### config.mk
export PLATFORM = sky130hd
export DESIGN_NAME = wrguard_regpair
export DESIGN_NICKNAME = d
export VERILOG_FILES = /design/src/rtl/wrguard_pkg.sv /design/src/rtl/wrguard_ctrl.sv /design/src/rtl/wrguard_dp.sv /design/src/rtl/wrguard_regpair.sv
export SDC_FILE = /design/constraint.sdc
export NUM_CORES = 1
export LEC_CHECK = 0
export CORE_MARGIN = 2
export CORE_UTILIZATION = 43
export DETAILED_ROUTE_END_ITERATION = 10
export DONT_BUFFER_PORTS = 1
export GPL_ROUTABILITY_DRIVEN = 0
export PLACE_DENSITY_LB_ADDON = 0.12
export RECOVER_POWER = 25
export SLEW_MARGIN = 30
export SYNTH_ARGS = -nofsm -noshare
export SYNTH_HDL_FRONTEND = slang
export SYNTH_SLANG_ARGS = --single-unit
### constraint.sdc
create_clock -name clk -period 4.3 [get_ports clk]
set_input_delay 0.215 -clock clk [delete_from_list [all_inputs] [get_ports clk]]
set_output_delay 0.215 -clock clk [all_outputs]
set_load 0.02 [all_outputs]
### src/rtl/wrguard_pkg.sv
package wrguard_pkg;
  typedef enum logic [1:0] {RD_NONE, RD_STATE, RD_CMP, RD_FLAG} rdSel_t;

  typedef struct packed {
    logic   snapState;
    logic   wrState;
    logic   wrCmp;
    logic   wrFlag;
    rdSel_t rdSel;
  } strobes_t;
endpackage

### src/rtl/wrguard_ctrl.sv
module wrguard_ctrl
  import wrguard_pkg::*;
#(
  parameter int ADDR_W = 8,
  parameter logic [ADDR_W-1:0] STATE_ADDR = 'h1A,
  parameter logic [ADDR_W-1:0] CMP_ADDR   = 'h1B,
  parameter logic [ADDR_W-1:0] FLAG_ADDR  = 'h1C
) (
  input  logic [ADDR_W-1:0] busAddr,
  input  logic              busRd,
  input  logic              busWr,
  output strobes_t          strb
);
  logic hitState, hitCmp, hitFlag;

  always_comb begin
    hitState = (busAddr == STATE_ADDR);
    hitCmp   = (busAddr == CMP_ADDR);
    hitFlag  = (busAddr == FLAG_ADDR);

    strb.snapState = busRd & hitState;
    strb.wrState   = busWr & hitState;
    strb.wrCmp     = busWr & hitCmp;
    strb.wrFlag    = busWr & hitFlag;

    if (!busRd)        strb.rdSel = RD_NONE;
    else if (hitState) strb.rdSel = RD_STATE;
    else if (hitCmp)   strb.rdSel = RD_CMP;
    else if (hitFlag)  strb.rdSel = RD_FLAG;
    else               strb.rdSel = RD_NONE;
  end
endmodule

### src/rtl/wrguard_dp.sv
module wrguard_dp
  import wrguard_pkg::*;
#(
  parameter int DATA_W   = 8,
  parameter int FLAG_BIT = 0
) (
  input  logic              clk,
  input  logic              rstN,
  input  strobes_t          strb,
  input  logic [DATA_W-1:0] busWdata,
  input  logic [DATA_W-1:0] devWe,
  input  logic [DATA_W-1:0] devData,
  output logic [DATA_W-1:0] busRdata,
  output logic [DATA_W-1:0] stateQ,
  output logic [DATA_W-1:0] cmpQ,
  output logic              inhibitFlag
);
  logic [DATA_W-1:0] guardMask, acceptMask, blockMask;
  logic [DATA_W-1:0] stateNext, cmpNext;
  logic              flagNext, inhibitEvent;

  always_comb begin
    // a bit is guarded when it drifted from the snapshot or the device owns it now
    guardMask  = (stateQ ^ cmpQ) | devWe;
    acceptMask = strb.wrState ? ~guardMask : '0;
    blockMask  = strb.wrState ?  guardMask : '0;
    inhibitEvent = |blockMask;

    stateNext = (stateQ & ~devWe & ~acceptMask)
              | (devData & devWe)
              | (busWdata & acceptMask);

    if (strb.wrCmp)          cmpNext = busWdata;
    else if (strb.snapState) cmpNext = stateQ;
    else                     cmpNext = (cmpQ & ~acceptMask) | (busWdata & acceptMask);

    if (inhibitEvent)                          flagNext = 1'b1;
    else if (strb.wrFlag && busWdata[FLAG_BIT]) flagNext = 1'b0;
    else                                        flagNext = inhibitFlag;
  end

  always_ff @(posedge clk) begin
    if (!rstN) begin
      stateQ      <= '0;
      cmpQ        <= '0;
      inhibitFlag <= 1'b0;
    end else begin
      stateQ      <= stateNext;
      cmpQ        <= cmpNext;
      inhibitFlag <= flagNext;
    end
  end

  always_comb begin
    busRdata = '0;
    unique case (strb.rdSel)
      RD_STATE: busRdata = stateQ;
      RD_CMP:   busRdata = cmpQ;
      RD_FLAG:  busRdata[FLAG_BIT] = inhibitFlag;
      default:  busRdata = '0;
    endcase
  end
endmodule

### src/rtl/wrguard_regpair.sv
module wrguard_regpair
  import wrguard_pkg::*;
#(
  parameter int ADDR_W   = 8,
  parameter int DATA_W   = 8,
  parameter int FLAG_BIT = 0,
  parameter logic [ADDR_W-1:0] STATE_ADDR = 'h1A,
  parameter logic [ADDR_W-1:0] CMP_ADDR   = 'h1B,
  parameter logic [ADDR_W-1:0] FLAG_ADDR  = 'h1C
) (
  input  logic              clk,
  input  logic              rstN,
  input  logic [ADDR_W-1:0] busAddr,
  input  logic              busRd,
  input  logic              busWr,
  input  logic [DATA_W-1:0] busWdata,
  output logic [DATA_W-1:0] busRdata,
  input  logic [DATA_W-1:0] devWe,
  input  logic [DATA_W-1:0] devData,
  output logic [DATA_W-1:0] stateQ,
  output logic              inhibitFlag
);
  strobes_t          strb;
  logic [DATA_W-1:0] cmpVal;

  wrguard_ctrl #(
    .ADDR_W(ADDR_W), .STATE_ADDR(STATE_ADDR),
    .CMP_ADDR(CMP_ADDR), .FLAG_ADDR(FLAG_ADDR)
  ) u_ctrl (
    .busAddr(busAddr), .busRd(busRd), .busWr(busWr), .strb(strb)
  );

  wrguard_dp #(.DATA_W(DATA_W), .FLAG_BIT(FLAG_BIT)) u_dp (
    .clk(clk), .rstN(rstN), .strb(strb), .busWdata(busWdata),
    .devWe(devWe), .devData(devData), .busRdata(busRdata),
    .stateQ(stateQ), .cmpQ(cmpVal), .inhibitFlag(inhibitFlag)
  );
endmodule

# Yosys cells after proc, flatten, opt, wreduce, memory -nomap -nowiden
# Cells that the tools add are included.
# classes
n_eq_ne	6
mux	12
bitwise	17
n_reduce_logical	3
# ops
op	n
$and 8x8->8	5
$mux 8	4
$or 8x8->8	4
$eq 8x5->1 const B	3
$not 8->8	3
$pmux 7 s2	1
$mux 2	4
$reduce_or 8->1	1
$xor 8x8->8	1
$and 1x1->1	4
$eq 2x2->1 const B	2
$pmux 1 s3	1
$eq 2x1->1 const B	1
$mux 1	2
$reduce_bool 2->1	1
$logic_and 1x1->1	1
# totals
regBits	17
in_bits	36
out_inout_bits	17

# Longest topological paths before layout
# depth
depth_word	9
mapped_depth	10
ltp_nobuf	8

# Hierarchy
# A second synthesis with hierarchy kept.
# hier_totals
hier_cells	187
area_unflattened_um2	1422.6
# by_module_without_submodules
mod	instances	cells_per_inst	area_per_inst_um2	seq_area_each_um2
wrguard_dp	1	168	1296.2	340.3
wrguard_ctrl	1	19	126.4	0.0

# Worst setup path after synthesis
# OpenSTA, ideal clock, no wires.
# synth_path
kind	input to output
from	input busAddr[7]
to	output busRdata[0]
t_arrival_ns	2.130
slack_ns	1.955
cell_stages	8
cell_sequence	nand4bb_4 > or3b_1 > a211oi_1 > inv_1 > ha_1 > clkbuf_1 > a222oi_1 > nor2_1
# synth_via
elab_chain_cells	7
# synth_rtl
element	line	text
start: declaration	wrguard_regpair.sv:13	input logic [ADDR_W-1:0] busAddr,
$eq 8x5->1	wrguard_ctrl.sv:19	hitFlag = (busAddr == FLAG_ADDR);
$mux 2	wrguard_ctrl.sv:29	else if (hitFlag) strb.rdSel = RD_FLAG;
$mux 2	wrguard_ctrl.sv:28	else if (hitCmp) strb.rdSel = RD_CMP;
$mux 2 (*)	wrguard_ctrl.sv:27	else if (hitState) strb.rdSel = RD_STATE;
$mux 2 (*)	wrguard_ctrl.sv:26	if (!busRd) strb.rdSel = RD_NONE;
$eq 2x2->1 or $eq 2x1->1 (tied branches)	wrguard_dp.sv:56	unique case (strb.rdSel)
$pmux 1 s3 (*)	wrguard_dp.sv:56	
end: declaration	wrguard_regpair.sv:17	output logic [DATA_W-1:0] busRdata,
# Mark *: on every way between the ends. The rest lies on a longest branch, timed or not.

# Final worst setup path
# Same ends and word-level chain as after synthesis.

==> impl_metrics.json <==
{
  "dp.final_hpwl_mm": 2.60,
  "critPathBufInv": 1,
  "status": "completed",
  "first_global_vias": 1223,
  "insertion_delay_ns": 0.30,
  "p_seq_share_pct": 57.5,
  "ff2ff_setup_slack_ns": 2.75,
  "fp.dieH_um": 59.3,
  "fillerInstances": 313,
  "finalNetCount": 205,
  "antenna_found_initial": 0,
  "setup_viol": 0,
  "drcViolationCount": 0,
  "grt_max_degree": 18,
  "hp-start": "devWe[0]",
  "path_max_fanout": 8,
  "clk_pin_slew_ns": 0.11,
  "worstRegToRegCells": 5,
  "synth.distinct_cells": 36,
  "grt_usage_pct": 21.7,
  "design_area_um2": 1360,
  "antenna_cells": 0,
  "power.density_nw_per_um2": 223,
  "drt-initial-drc-count": 74,
  "grt_pass1_wl_mm": 5.82,
  "fin_crit_ns": 2.52,
  "p_leak_nw": 0.500,
  "initial_utilization_pct": 44.1,
  "yosysSeqAreaShare_pct": 25.9,
  "cts_setup_buffers": 0,
  "whs_ns": 0.0486,
  "coreArea_um2": 2980,
  "pre_cts_ws_ns": 1.79,
  "final_hold_viol_count": 0,
  "p_switching_uw": 90.0,
  "vias": 1241,
  "min_path_type": "input pin to flip-flop",
  "critPathCaptureType": "output port",
  "gr-total-overflow": 0,
  "clkPwrFrac_pct": 30.4,
  "path_class": "input pin to output port",
  "internal_power_uw": 212,
  "critPathSlowestCell": "or3b_1",
  "worst_slack_ns": 1.78,
  "htree_levels": 1,
  "startpoint_type": "input pin",
  "cp_slowest_stage_delay_ns": 0.45,
  "cts_root_buf": "clkbuf_4",
  "yosys_warnings": 0,
  "hold_buffers": 0,
  "swShare_pct": 29.8,
  "total_power_uw": 302,
  "port_buffers": 0,
  "cts_buffers": 3,
  "row_count": 20,
  "critical_path.top_delay_family": "simple AND/OR/NAND/NOR gates",
  "ir_worst_vdd_mv": 0.112,
  "rsz0062_at_grt": "no",
  "slew-limit-headroom_pct": 62.0,
  "whs_endpoint": "u_dp.stateQ[0]$_SDFF_PN0_",
  "synth_nets": 206,
  "tritoncts": "yes",
  "maxCapViolations": 0,
  "wl_per_cell_um": 18.1,
  "combPwrFrac_pct": 12.1,
  "cp.arrival_ns": 2.30,
  "cp_data_required_time_ns": 4.09,
  "fin_tns_setup_ns": 0,
  "dpl_cell_area_um2": 1310,
  "syn_to_final_growth_pct": 3.43,
  "syn-cell-area_um2": 1310,
  "totalWireLength_mm": 3.57,
  "drive_gt1_share_pct": 13.4,
  "cts_resized": 0,
  "die_x_um": 59.3,
  "r2r-start": "u_dp.stateQ[4]$_SDFF_PN0_",
  "firstDrtPassIters": 4,
  "io_pins": 53,
  "vias_per_cell": 6.30,
  "crit_chain": "nand4bb_4 > or3b_1 > a211oi_1 > inv_1 > ha_1 > a222oi_1 > nor2_1",
  "syn_inst": 166,
  "ant_nets": 0,
  "syn_avg_cell_area_um2": 7.91,
  "holdPathStages": 2,
  "clk_path_buf_depth": 2,
  "dieArea_um2": 3510,
  "fmax_ghz": 0.398,
  "clock-sinks": 17,
  "worst_pin_slew_ns": 0.566,
  "clock_skew_ns": 0.00993,
  "min_period_over_period_pct": 58.5,
  "drv_slew": 0,
  "synth_seq_cells": 17
}
[cell usage after synthesis, drive strengths merged]
cell type   n  area [um^2]
nor2       35          131
a21oi      18         90.1
dfxtp      17          340
nor3       13         65.1
nand2b      8         50.1
xor2        8         70.1
a22oi       7         52.6
and2        6         45.0
inv         6         22.5
nor4        6         58.8
a221oi      5         43.8
buf         4         32.5
ha          4         50.1
clkbuf      3         11.3
nand2       3         18.8
nor4b       3         45.0
a2111oi     2         25.0
a32oi       2         17.5
nand3b      2         15.0
nand4       2         12.5
or2         2         12.5
or3b        2         20.0
a211oi      1         7.51
a21boi      1         7.51
a222oi      1         10.0
mux2i       1         10.0
nand4bb     1         27.5
o21ai       1         5.00
o41ai       1         8.76
or3         1         6.26
[cell families (layout without fill, tap and decap cells)]
| kind of cell | Yosys count | count (layout) | synth area share (%) |
|---|---|---|---|
| simple gates | 84 | 84 | 38.7 |
| compound gates | 39 | 39 | 20.4 |
| flops | 17 | 17 | 25.9 |
| buf+inv | 13 | 11 | 5.05 |
| xor+xnor | 8 | 8 | 5.34 |
| fa+ha+maj | 4 | 4 | 3.81 |
| mux | 1 | 1 | 0.763 |
[how the worst max path moves through the flow]
stage	start	end	depth (start not counted)
after global routing	busAddr[2]	busRdata[1]	8
after global placement	busAddr[7]	busRdata[0]	7
after floorplan	busAddr[7]	busRdata[0]	8
after CTS	busAddr[7]	busRdata[0]	7
after detailed placement	busAddr[7]	busRdata[0]	7
final	busAddr[7]	busRdata[0]	7
[layout by cell type (no fill, tap or decap)]
| cell | count |
|---|---|
| a211oi_1 | 1 |
| a2111oi_2 | 1 |
| buf_6 | 1 |
| nand4_1 | 2 |
| a22oi_1 | 7 |
| nand4bb_4 | 1 |
| a221oi_1 | 5 |
| nand3b_1 | 2 |
| a21oi_1 | 18 |
| nor4_4 | 2 |
| nor4b_2 | 3 |
| a32oi_1 | 2 |
| a222oi_1 | 1 |
| or2_2 | 2 |
| nor4_1 | 4 |
| inv_1 | 6 |
| nand2_4 | 1 |
| nand2b_1 | 8 |
| or3_1 | 1 |
| a2111oi_1 | 1 |
| nor2_1 | 35 |
| clkinv_2 | 1 |
| nor3_1 | 13 |
| clkbuf_4 | 3 |
| o21ai_0 | 1 |
| ha_1 | 4 |
| or3b_4 | 1 |
| and2_2 | 6 |
| xor2_1 | 8 |
| nand2_1 | 2 |
| dfxtp_1 | 17 |
| a21boi_0 | 1 |
| mux2i_1 | 1 |
| or3b_1 | 1 |
| o41ai_1 | 1 |
[routing by layer]
layer / global-route usage (%) / vias up / routed length [um]
li1: - / 603 / -
met1: 28.7 / 589 / 1590
met2: 35.0 / 47 / 1650
met3: 5.90 / 2 / 313
met4: 5.19 / 0 / 19
met5: 0 / - / 0
[power by group through the flow]
stage | sequential, mW | combinational (mW) | clock [mW]
2_1_floorplan | 0.176 | 0.0312 | 0
3_3_place_gp | 0.177 | 0.0346 | 0
3_5_place_dp | 0.177 | 0.0358 | 0
4_1_cts | 0.174 | 0.0360 | 0.0935
5_1_grt | 0.175 | 0.0413 | 0.104
6_report | 0.174 | 0.0366 | 0.0919
[area by class of cell]
type / instances / area [um^2] / area share (%)
clock inverters: 1 / 5.00 / 0.369
well taps: 33 / 41.3 / 3.04
clock buffers: 3 / 22.5 / 1.66
flip-flops and latches: 17 / 340 / 25.1
repair buffers: 1 / 11.3 / 0.829
inverters: 6 / 22.5 / 1.66
multi-input cells: 136 / 915 / 67.4
[through the flow]
stage          utilization (%)  cells
3_3_place_gp              44.0    192
6_report                  45.6    197
4_1_cts                   44.9    196
5_1_grt                   45.6    197
2_1_floorplan                -    166
3_5_place_dp              44.0    192
Power figures use the tool's default switching activity.
